===== config.mk =====
export PLATFORM = sky130hd
export DESIGN_NAME = droop_ctrl
export DESIGN_NICKNAME = d
export VERILOG_FILES = /design/src/rtl/droop_pkg.sv /design/src/rtl/droop_cfg.sv /design/src/rtl/droop_avg.sv /design/src/rtl/droop_law.sv /design/src/rtl/droop_ctrl.sv
export SDC_FILE = /design/constraint.sdc
export NUM_CORES = 2
export LEC_CHECK = 0
export ABC_AREA = 1
export BUFFER_PORTS_ARGS = -buffer_cell sky130_fd_sc_hd__buf_2
export CAP_MARGIN = 20
export CELL_PAD_IN_SITES_DETAIL_PLACEMENT = 0
export CELL_PAD_IN_SITES_GLOBAL_PLACEMENT = 1
export CORE_MARGIN = 4
export CORE_UTILIZATION = 54
export CTS_CLUSTER_SIZE = 24
export DETAILED_ROUTE_END_ITERATION = 7
export PLACE_DENSITY_LB_ADDON = 0.1
export SETUP_SLACK_MARGIN = 0.3
export SYNTH_ARGS = -nofsm -noshare
export SYNTH_HDL_FRONTEND = slang
export SYNTH_HIERARCHICAL = 1
export SYNTH_SLANG_ARGS = --single-unit

===== constraint.sdc =====
create_clock -name clk -period 33.8 [get_ports clk]
set_input_delay 1.69 -clock clk [delete_from_list [all_inputs] [get_ports clk]]
set_output_delay 1.69 -clock clk [all_outputs]
set_load 0.01 [all_outputs]

===== src/rtl/droop_pkg.sv =====
package droop_pkg;

    localparam int DW = 18;
    localparam int PW = 2 * DW + 2;

    typedef logic signed [DW-1:0] fx_t;
    typedef logic        [DW-1:0] gain_t;

    typedef enum logic [1:0] {
        CFG_PSET  = 2'd0,
        CFG_QSET  = 2'd1,
        CFG_MGAIN = 2'd2,
        CFG_NGAIN = 2'd3
    } cfg_sel_e;

    typedef struct packed {
        fx_t   p_set;
        fx_t   q_set;
        gain_t m_gain;
        gain_t n_gain;
    } droop_cfg_t;

    function automatic fx_t sat_fx(input logic signed [PW-1:0] v);
        logic signed [PW-1:0] hi;
        logic signed [PW-1:0] lo;
        hi = PW'((64'sd1 <<< (DW - 1)) - 64'sd1);
        lo = -hi - PW'(1);
        if (v > hi)      sat_fx = hi[DW-1:0];
        else if (v < lo) sat_fx = lo[DW-1:0];
        else             sat_fx = v[DW-1:0];
    endfunction

endpackage


===== src/rtl/droop_cfg.sv =====
module droop_cfg
    import droop_pkg::*;
#(
    parameter int M_RST = 249,
    parameter int N_RST = 2136
) (
    input  logic       clk,
    input  logic       rst,
    input  logic       we,
    input  cfg_sel_e   sel,
    input  fx_t        data,
    output droop_cfg_t cfg
);
    always_ff @(posedge clk) begin
        if (rst) begin
            cfg.p_set  <= '0;
            cfg.q_set  <= '0;
            cfg.m_gain <= gain_t'(M_RST);
            cfg.n_gain <= gain_t'(N_RST);
        end else if (we) begin
            case (sel)
                CFG_PSET:  cfg.p_set  <= data;
                CFG_QSET:  cfg.q_set  <= data;
                CFG_MGAIN: cfg.m_gain <= gain_t'(data);
                CFG_NGAIN: cfg.n_gain <= gain_t'(data);
                default:   ;
            endcase
        end
    end
endmodule


===== src/rtl/droop_avg.sv =====
module droop_avg
    import droop_pkg::*;
#(
    parameter int LOG2 = 3
) (
    input  logic clk,
    input  logic rst,
    input  logic smp,
    input  fx_t  x,
    output fx_t  avg
);
    localparam int DEPTH = 1 << LOG2;
    localparam int SW    = DW + LOG2;

    fx_t                  line [DEPTH];
    logic signed [SW-1:0] sum;
    logic signed [SW-1:0] x_ext;
    logic signed [SW-1:0] old_ext;
    logic signed [SW-1:0] avg_w;

    assign x_ext   = SW'(x);
    assign old_ext = SW'(line[DEPTH-1]);
    assign avg_w   = sum >>> LOG2;
    assign avg     = avg_w[DW-1:0];

    always_ff @(posedge clk) begin
        if (rst) begin
            sum <= '0;
        end else if (smp) begin
            sum <= sum + x_ext - old_ext;
        end
    end

    generate
        for (genvar i = 0; i < DEPTH; i++) begin : g_tap
            always_ff @(posedge clk) begin
                if (rst) begin
                    line[i] <= '0;
                end else if (smp) begin
                    if (i == 0) line[i] <= x;
                    else        line[i] <= line[(i == 0) ? 0 : i-1];
                end
            end
        end
    endgenerate
endmodule


===== src/rtl/droop_law.sv =====
module droop_law
    import droop_pkg::*;
#(
    parameter int GF  = 17,
    parameter int LIM = 965,
    parameter int NOM = 48255
) (
    input  fx_t   avg,
    input  fx_t   setp,
    input  gain_t gain,
    output fx_t   ref_nx
);
    localparam logic signed [PW-1:0] HALF  = PW'(64'sd1 <<< (GF - 1));
    localparam fx_t                  LIM_P = fx_t'(LIM);
    localparam fx_t                  LIM_N = fx_t'(-LIM);
    localparam fx_t                  NOM_V = fx_t'(NOM);

    logic signed [DW:0]   err;
    logic signed [DW:0]   g_s;
    logic signed [PW-1:0] prod;
    logic signed [PW-1:0] rnd;
    fx_t                  corr_s;
    fx_t                  corr_c;

    always_comb begin
        err  = (DW+1)'(avg) - (DW+1)'(setp);
        g_s  = $signed({1'b0, gain});
        prod = PW'(err) * PW'(g_s);
        rnd  = (prod + HALF) >>> GF;
        corr_s = sat_fx(rnd);
        if (corr_s > LIM_P)      corr_c = LIM_P;
        else if (corr_s < LIM_N) corr_c = LIM_N;
        else                     corr_c = corr_s;
        ref_nx = NOM_V - corr_c;
    end
endmodule


===== src/rtl/droop_ctrl.sv =====
module droop_ctrl
    import droop_pkg::*;
#(
    parameter int AVG_LOG2  = 3,
    parameter int GAIN_FRAC = 17,
    parameter int OMEGA_NOM = 48255,
    parameter int VOLT_NOM  = 20817,
    parameter int OMEGA_LIM = 965,
    parameter int VOLT_LIM  = 1086,
    parameter int M_RST     = 249,
    parameter int N_RST     = 2136
) (
    input  logic        clk,
    input  logic        rst,
    input  logic        smp_i,
    input  logic [17:0] p_i,
    input  logic [17:0] q_i,
    input  logic        tick_i,
    input  logic        cfg_we_i,
    input  logic [1:0]  cfg_sel_i,
    input  logic [17:0] cfg_data_i,
    output logic [17:0] omega_o,
    output logic [17:0] volt_o,
    output logic        valid_o
);
    droop_cfg_t cfg;
    fx_t        p_avg, q_avg;
    fx_t        omega_nx, volt_nx;

    droop_cfg #(.M_RST(M_RST), .N_RST(N_RST)) u_cfg (
        .clk(clk), .rst(rst), .we(cfg_we_i),
        .sel(cfg_sel_e'(cfg_sel_i)), .data(fx_t'(cfg_data_i)), .cfg(cfg)
    );

    droop_avg #(.LOG2(AVG_LOG2)) u_pavg (
        .clk(clk), .rst(rst), .smp(smp_i), .x(fx_t'(p_i)), .avg(p_avg)
    );

    droop_avg #(.LOG2(AVG_LOG2)) u_qavg (
        .clk(clk), .rst(rst), .smp(smp_i), .x(fx_t'(q_i)), .avg(q_avg)
    );

    droop_law #(.GF(GAIN_FRAC), .LIM(OMEGA_LIM), .NOM(OMEGA_NOM)) u_flaw (
        .avg(p_avg), .setp(cfg.p_set), .gain(cfg.m_gain), .ref_nx(omega_nx)
    );

    droop_law #(.GF(GAIN_FRAC), .LIM(VOLT_LIM), .NOM(VOLT_NOM)) u_vlaw (
        .avg(q_avg), .setp(cfg.q_set), .gain(cfg.n_gain), .ref_nx(volt_nx)
    );

    always_ff @(posedge clk) begin
        if (rst) begin
            omega_o <= 18'(OMEGA_NOM);
            volt_o  <= 18'(VOLT_NOM);
            valid_o <= 1'b0;
        end else begin
            valid_o <= tick_i;
            if (tick_i) begin
                omega_o <= omega_nx;
                volt_o  <= volt_nx;
            end
        end
    end
endmodule


== Yosys cells after proc, flatten, opt, wreduce, memory -nomap -nowiden ==
Memories as Yosys holds them, arrays and structs flattened.
Cells that the tools add are included.

* Register bits after elaboration: 151
* Logic and storage cells: 84
* Input port bits: 61
* Bits in writable memories: 288
* Memories: 2

{| class="wikitable"
|+ Memories
! name !! depth !! width !! rd ports !! clocked after memory_dff !! write ports !! line !! text
|-
| u_pavg.line || 8 || 18 || 8 || 0 || 8 || droop_avg.sv:15 || <nowiki>fx_t line [DEPTH];</nowiki>
|-
| u_qavg.line || 8 || 18 || 8 || 0 || 8 || droop_avg.sv:15 ||
|}

* Muxes and demuxes: 29
* Equal/unequal tests: 3
* Add/sub/neg operators: 10
* $mul: 2
* Bitwise operators: 16
* Order comparisons: 8
* Reductions and logical operators: 5

{| class="wikitable"
|+ Operators by type and width
! cell !! number
|-
| 18-bit 2-to-1 mux || 24
|-
| 38-bit by 18-bit adder with 38-bit output, second input constant || 2
|-
| 19-bit by 19-bit multiplier with 38-bit output || 2
|-
| 21-bit by 18-bit adder with 21-bit output || 2
|-
| 21-bit by 18-bit greater-than comparator with 1-bit output, second input constant || 2
|-
| 21-bit by 18-bit < comparator with 1-bit output, second input constant || 2
|-
| 21-bit by 18-bit subtractor with 21-bit output || 2
|-
| 18-bit by 18-bit subtractor with 19-bit output || 2
|-
| 18-bit by 11-bit greater-than comparator with 1-bit output, second input constant || 1
|-
| 18-bit by 12-bit greater-than comparator with 1-bit output, second input constant || 1
|-
| 18-bit by 11-bit < comparator with 1-bit output, second input constant || 1
|-
| 18-bit by 12-bit < comparator with 1-bit output, second input constant || 1
|-
| 16-bit by 18-bit subtractor with 18-bit output, first input constant || 1
|-
| 17-bit by 18-bit subtractor with 18-bit output, first input constant || 1
|-
| 1-bit OR || 16
|-
| 2-bit AND reduction || 4
|-
| 1-bit 2-to-1 mux || 5
|-
| 2-bit == test, second input constant || 2
|-
| 2-bit by 1-bit == test with 1-bit output, second input constant || 1
|-
| 2-bit logical NOT || 1
|}

== Logic depth before layout (Yosys ltp) ==
* Depth in word-level cells: 10
* Mapped depth: 78

== Cells and area by module ==
The synthesis kept the hierarchy.

{| class="wikitable"
|+ Modules (own cells, without submodules)
! module !! cells an instance !! times used !! area an instance (um^2) !! seq. area each (um^2)
|-
| droop_avg || 879 || 2 || 8230.4 || 4744.6
|-
| droop_law (u_vlaw) || 1947 || 1 || 14966.9 || 0.0
|-
| droop_law (u_flaw) || 1862 || 1 || 14670.3 || 0.0
|-
| droop_cfg || 445 || 1 || 2952.8 || 1441.4
|-
| droop_ctrl || 194 || 1 || 1400.1 || 740.7
|}

== Worst setup path after synthesis ==
Ideal clock, no wire load.

* Path kind: reg-to-reg
* Start point: register u_pavg.sum[3]
* End point: register omega_o[15]
* Data arrival time: 10697 ps
* Cell stages (with the launch flop): 67
* Path slack: 22980 ps
* Library setup time: 123 ps
* Path through: dfxtp_1 > buf_4 > inv_1 > ha_1 > fa_1 > o21ai_1 > a21oi_1 > o21bai_1 > nand2_1 > nand2_1 > a21oi_1 > o21ai_1 > nand2_1 > nand2_1 > a21o_1 > nand3_1 > nand2_1 > a21oi_1 > [31 not listed] > a21oi_1 > inv_1 > a21oi_1 > o21ai_0 > a21oi_1 > or2_2 > ha_1 > clkbuf_1 > inv_1 > a21oi_1 > ha_1 > nand3_1 > nand2_2 > nor2_2 > o21ai_0 > nand2_1 > nand2_1 > nand3_1

* Longest elaborated chain between the ends: 10

{| class="wikitable"
|+ Ends and longest elaborated chain
! item !! line !! text
|-
| start: declaration || droop_avg.sv:16 || <nowiki>logic signed [SW-1:0] sum;</nowiki>
|-
| start signal: assignment || droop_avg.sv:30 || <nowiki>sum <= sum + x_ext - old_ext;</nowiki>
|-
| 18-bit by 18-bit subtractor with 19-bit output (*) || droop_law.sv:26 || <nowiki>err = (DW+1)'(avg) - (DW+1)'(setp);</nowiki>
|-
| 19-bit by 19-bit multiplier with 38-bit output (*) || droop_law.sv:28 || <nowiki>prod = PW'(err) * PW'(g_s);</nowiki>
|-
| 38-bit by 18-bit adder with 38-bit output (*) || droop_law.sv:29 || <nowiki>rnd = (prod + HALF) >>> GF;</nowiki>
|-
| 21-bit by 18-bit < comparator with 1-bit output || droop_pkg.sv:29 || <nowiki>else if (v < lo) sat_fx = lo[DW-1:0];</nowiki>
|-
| 18-bit 2-to-1 mux || droop_pkg.sv:29 ||
|-
| 18-bit 2-to-1 mux (*) || droop_pkg.sv:28 || <nowiki>if (v > hi) sat_fx = hi[DW-1:0];</nowiki>
|-
| 18-bit by 11-bit < comparator with 1-bit output || droop_law.sv:32 || <nowiki>else if (corr_s < LIM_N) corr_c = LIM_N;</nowiki>
|-
| 18-bit 2-to-1 mux || droop_law.sv:32 ||
|-
| 18-bit 2-to-1 mux (*) || droop_law.sv:31 || <nowiki>if (corr_s > LIM_P) corr_c = LIM_P;</nowiki>
|-
| 17-bit by 18-bit subtractor with 18-bit output (*) || droop_law.sv:34 || <nowiki>ref_nx = NOM_V - corr_c;</nowiki>
|-
| via omega_nx[15] || droop_ctrl.sv:28 || <nowiki>fx_t omega_nx, volt_nx;</nowiki>
|-
| end signal: assignment || droop_ctrl.sv:53 || <nowiki>omega_o <= 18'(OMEGA_NOM);</nowiki>
|-
| end signal: assignment || droop_ctrl.sv:59 || <nowiki>omega_o <= omega_nx;</nowiki>
|-
| end: declaration || droop_ctrl.sv:22 || <nowiki>output logic [17:0] omega_o,</nowiki>
|}

The timed path passes the listed nets; every way through them passes the cells marked *.
A chain may end at the register's enable or synchronous reset.

== Final worst setup path ==
Same ends and word-level chain as after synthesis.

==> results by group <==
Logic synthesis
  – Syn_area_per_cell: 8.129 µm²
  – EDFF count, synth: 288
  – Adder-Cell Fraction of Synth Area: 37.04%
  – Synth unique cells: 61
  – Simple-Gate Fraction of Synth Area: 20.44%
  – Mapped Area: 0.05045 mm²
  – Yosys warns: 6
  – Mapped Cells: 6206
  – Multiplexer area fraction after synthesis: 0%
  – Main combinational cell family by area after synthesis: adder cells
  – Synth top area share: 28.53%
  – Ys async rst share: 0%
  – Compound-cell area share of the yosys netlist: 3.926%
  – Net Count, Synth: 7329
  – Largest cells by area after synthesis: fa_1, edfxtp_1, inv_1
  – Sequential area share after synthesis: 23.13%
  – Leading area contributor after synthesis: fa_1
  – Yosys reg bits: 439
  – Post-synthesis xor/xnor area fraction: 1.892%
  – Top FF cell, synth: edfxtp_1

Floorplan
  – Rows: 111
  – Die area: 0.09838 mm²
  – Die height: 313.7 µm
  – Die Span X: 313.7 µm
  – Core Region: 0.09222 mm²
  – Starting Density: 54.71%
  – I/O pins: 98

Detailed routing
  – Routed WL: 127900 µm
  – # DRC: 0
  – Via count: 37498
  – Wire per inst: 17.14 µm
  – Vias per cell: 5.026
  – First DRT Iteration DRCs: 2465
  – DR pass1 iterations: 6
  – Count of antenna-violating nets left after detailed routing: 0

STA
  – Final hold violations: 0
  – Max Fclk: 82.91 MHz
  – Fin crit share: 35.68%
  – Worst slew pin tran: 1.077 ns
  – Setup TNS: 0 ns
  – Final WS setup: 21.74 ns
  – Setup-failing EPs final: 0
  – Slew HR: 27.94%
  – RSZ-0062 raised after global routing: false
  – Min Tclk post-route: 12.06 ns
  – Final Max Slew Viols: 0
  – Clock skew: 0.03451 ns

Clocking
  – Clock transition at the registers of the reported paths: 0.06 ns
  – Insertion delay of the later-clocked pin in the worst-skew pair: 0.65 ns
  – CTS buffer count: 49
  – Root Buffer Master: clkbuf_16
  – Post-cts hold buffer count: 0
  – Clk buf depth: 3
  – Htree depth: 2
  – Post-CTS Setup Bufs: 0
  – Post-CTS resize count: 0
  – Clock sink count: 439
  – CTS tree: done

Global route
  – GRT Residual Overflow: 0
  – Initial antenna violation count: 11
  – Global-route wire length before repair: 208100 µm
  – Largest net degree at the start of global routing: 106
  – Tot GR Track Use: 26.69%
  – Vias in the first global route: 38419

Layout
  – Most frequent cells in the layout: inv_1, nand2_1, nor2_1
  – Commonest non-fill, non-tap cell in the layout: inv_1
  – Layout cells sized above 1: 5.795%
  – Fin util: 57.78%
  – Area growth syn-to-layout: 5.615%
  – Final #Nets: 7295
  – Final design instance area without fill: 0.05328 mm²

Min path
  – Type of the tightest min-delay check: reg2reg
  – Worst hold path depth: 2
  – Hold EP: omega_o[11]
  – Worst Min Path Start: omega_o[11]

Critical path
  – Worst Reg2Reg Path Length in Cells: 61
  – R2r setup slk: 21.74 ns
  – Crit path max fanout: 15
  – Worst r2r src: u_pavg/sum[3]
  – Highest-delay cell along the critical path: fa_1
  – Startpoint types: register
  – R2r endpoint: omega_o[15]
  – Top cell by count, worst path: nand2_1
  – Worst Setup SP: u_pavg/sum[3]
  – CP Class: reg2reg
  – Critical path buffer and inverter count: 10
  – CP endpoint kind: register
  – Arrival @ worst endpoint: 12.57 ns
  – CP required: 34.31 ns
  – Slowest stage delay, CP: 1.14 ns
  – Crit-path leading delay family: adder cells

Placed design
  – Routability cong.: 0.9124
  – Port bufs: 97
  – Dpl cell area: 0.05155 mm²
  – Setup WS pre-CTS: 21.68 ns
  – Placed wire-length estimate: 102600 µm

Flow run
  – Max Cap Viol: 0

Outcome
  – Run status: finished clean
==> logic make-up after synthesis <==
logic type      Yosys count
simple gates           2524
buf+inv                1728
fa+ha+maj              1062
flops                   439
compound gates          344
xor+xnor                109
==> synth_stat cells (all sizes together) (3+ instances only) <==
cell	number
a211oi	3
a21boi	9
a21o	15
a21oi	163
a31o	6
a31oi	5
and2	11
buf	118
clkbuf	83
clkinv	13
dfxtp	151
edfxtp	288
fa	719
ha	343
inv	1514
nand2	1230
nand3	172
nand3b	15
nand4	23
nor2	1014
nor3	17
nor4	9
o211ai	5
o21ai	91
o21bai	26
o22ai	9
o31ai	6
or2	29
xnor2	32
xor2	77
==> metrics by stage <==
| step | instances | hold WS, ns |
|---|---|---|
| 2_1_floorplan | 6206 | 0.4401 |
| 3_3_place_gp | 7363 | 0.4537 |
| 3_5_place_dp | 7363 | 0.4532 |
| 4_1_cts | 7454 | 0.4693 |
| 5_1_grt | 7457 | 0.4912 |
| 6_report | 7461 | 0.4635 |
==> routing by layer <==
metal | vias to the layer above | global-route usage (%) | part of all wire (%)
li1 | 18259 | - | -
met4 | 8 | 5.583 | 2.1
met5 | - | 0 | 0.033
met2 | 928 | 42.84 | 45
met1 | 18149 | 38.40 | 46
met3 | 154 | 4.661 | 6.6
==> how the worst max path moves through the flow <==
stage / to / slack (ns) / depth (start not counted)
CTS: omega_o[15] / 21.70 / 61
finish: omega_o[15] / 21.74 / 61
global route: omega_o[15] / 20.64 / 61
floorplan: omega_o[15] / 22.98 / 66
global placement: omega_o[15] / 21.91 / 57
detailed placement: omega_o[15] / 21.68 / 61
==> flip-flops by register name, summed over array words and instances (netlist names) <==
signal	count
omega_o	18
u_cfg/cfg	72
u_pavg/line	144
u_pavg/sum	21
u_qavg/line	144
u_qavg/sum	21
valid_o	1
volt_o	18
==> area by class of cell <==
class,instances,area (µm²)
multi-input cells,4039,31940
diodes,6,15.01
flip-flops and latches,439,11670
clock inverters,34,399.1
fillers,8795,38930
inverters,1527,5766
repair buffers,116,648.1
well taps,1243,1555
clock buffers,57,1287
==> tightest hold or removal path: cells and delay by family (launching register included) <==
kind,cells,cell delay (ns)
AND/OR/NAND/NOR,2,0.10
flip-flops,1,0.33
Power is left out: the tool's default activity adds up to more than one toggle a clock period on the data nets, which glitch-free logic cannot reach.
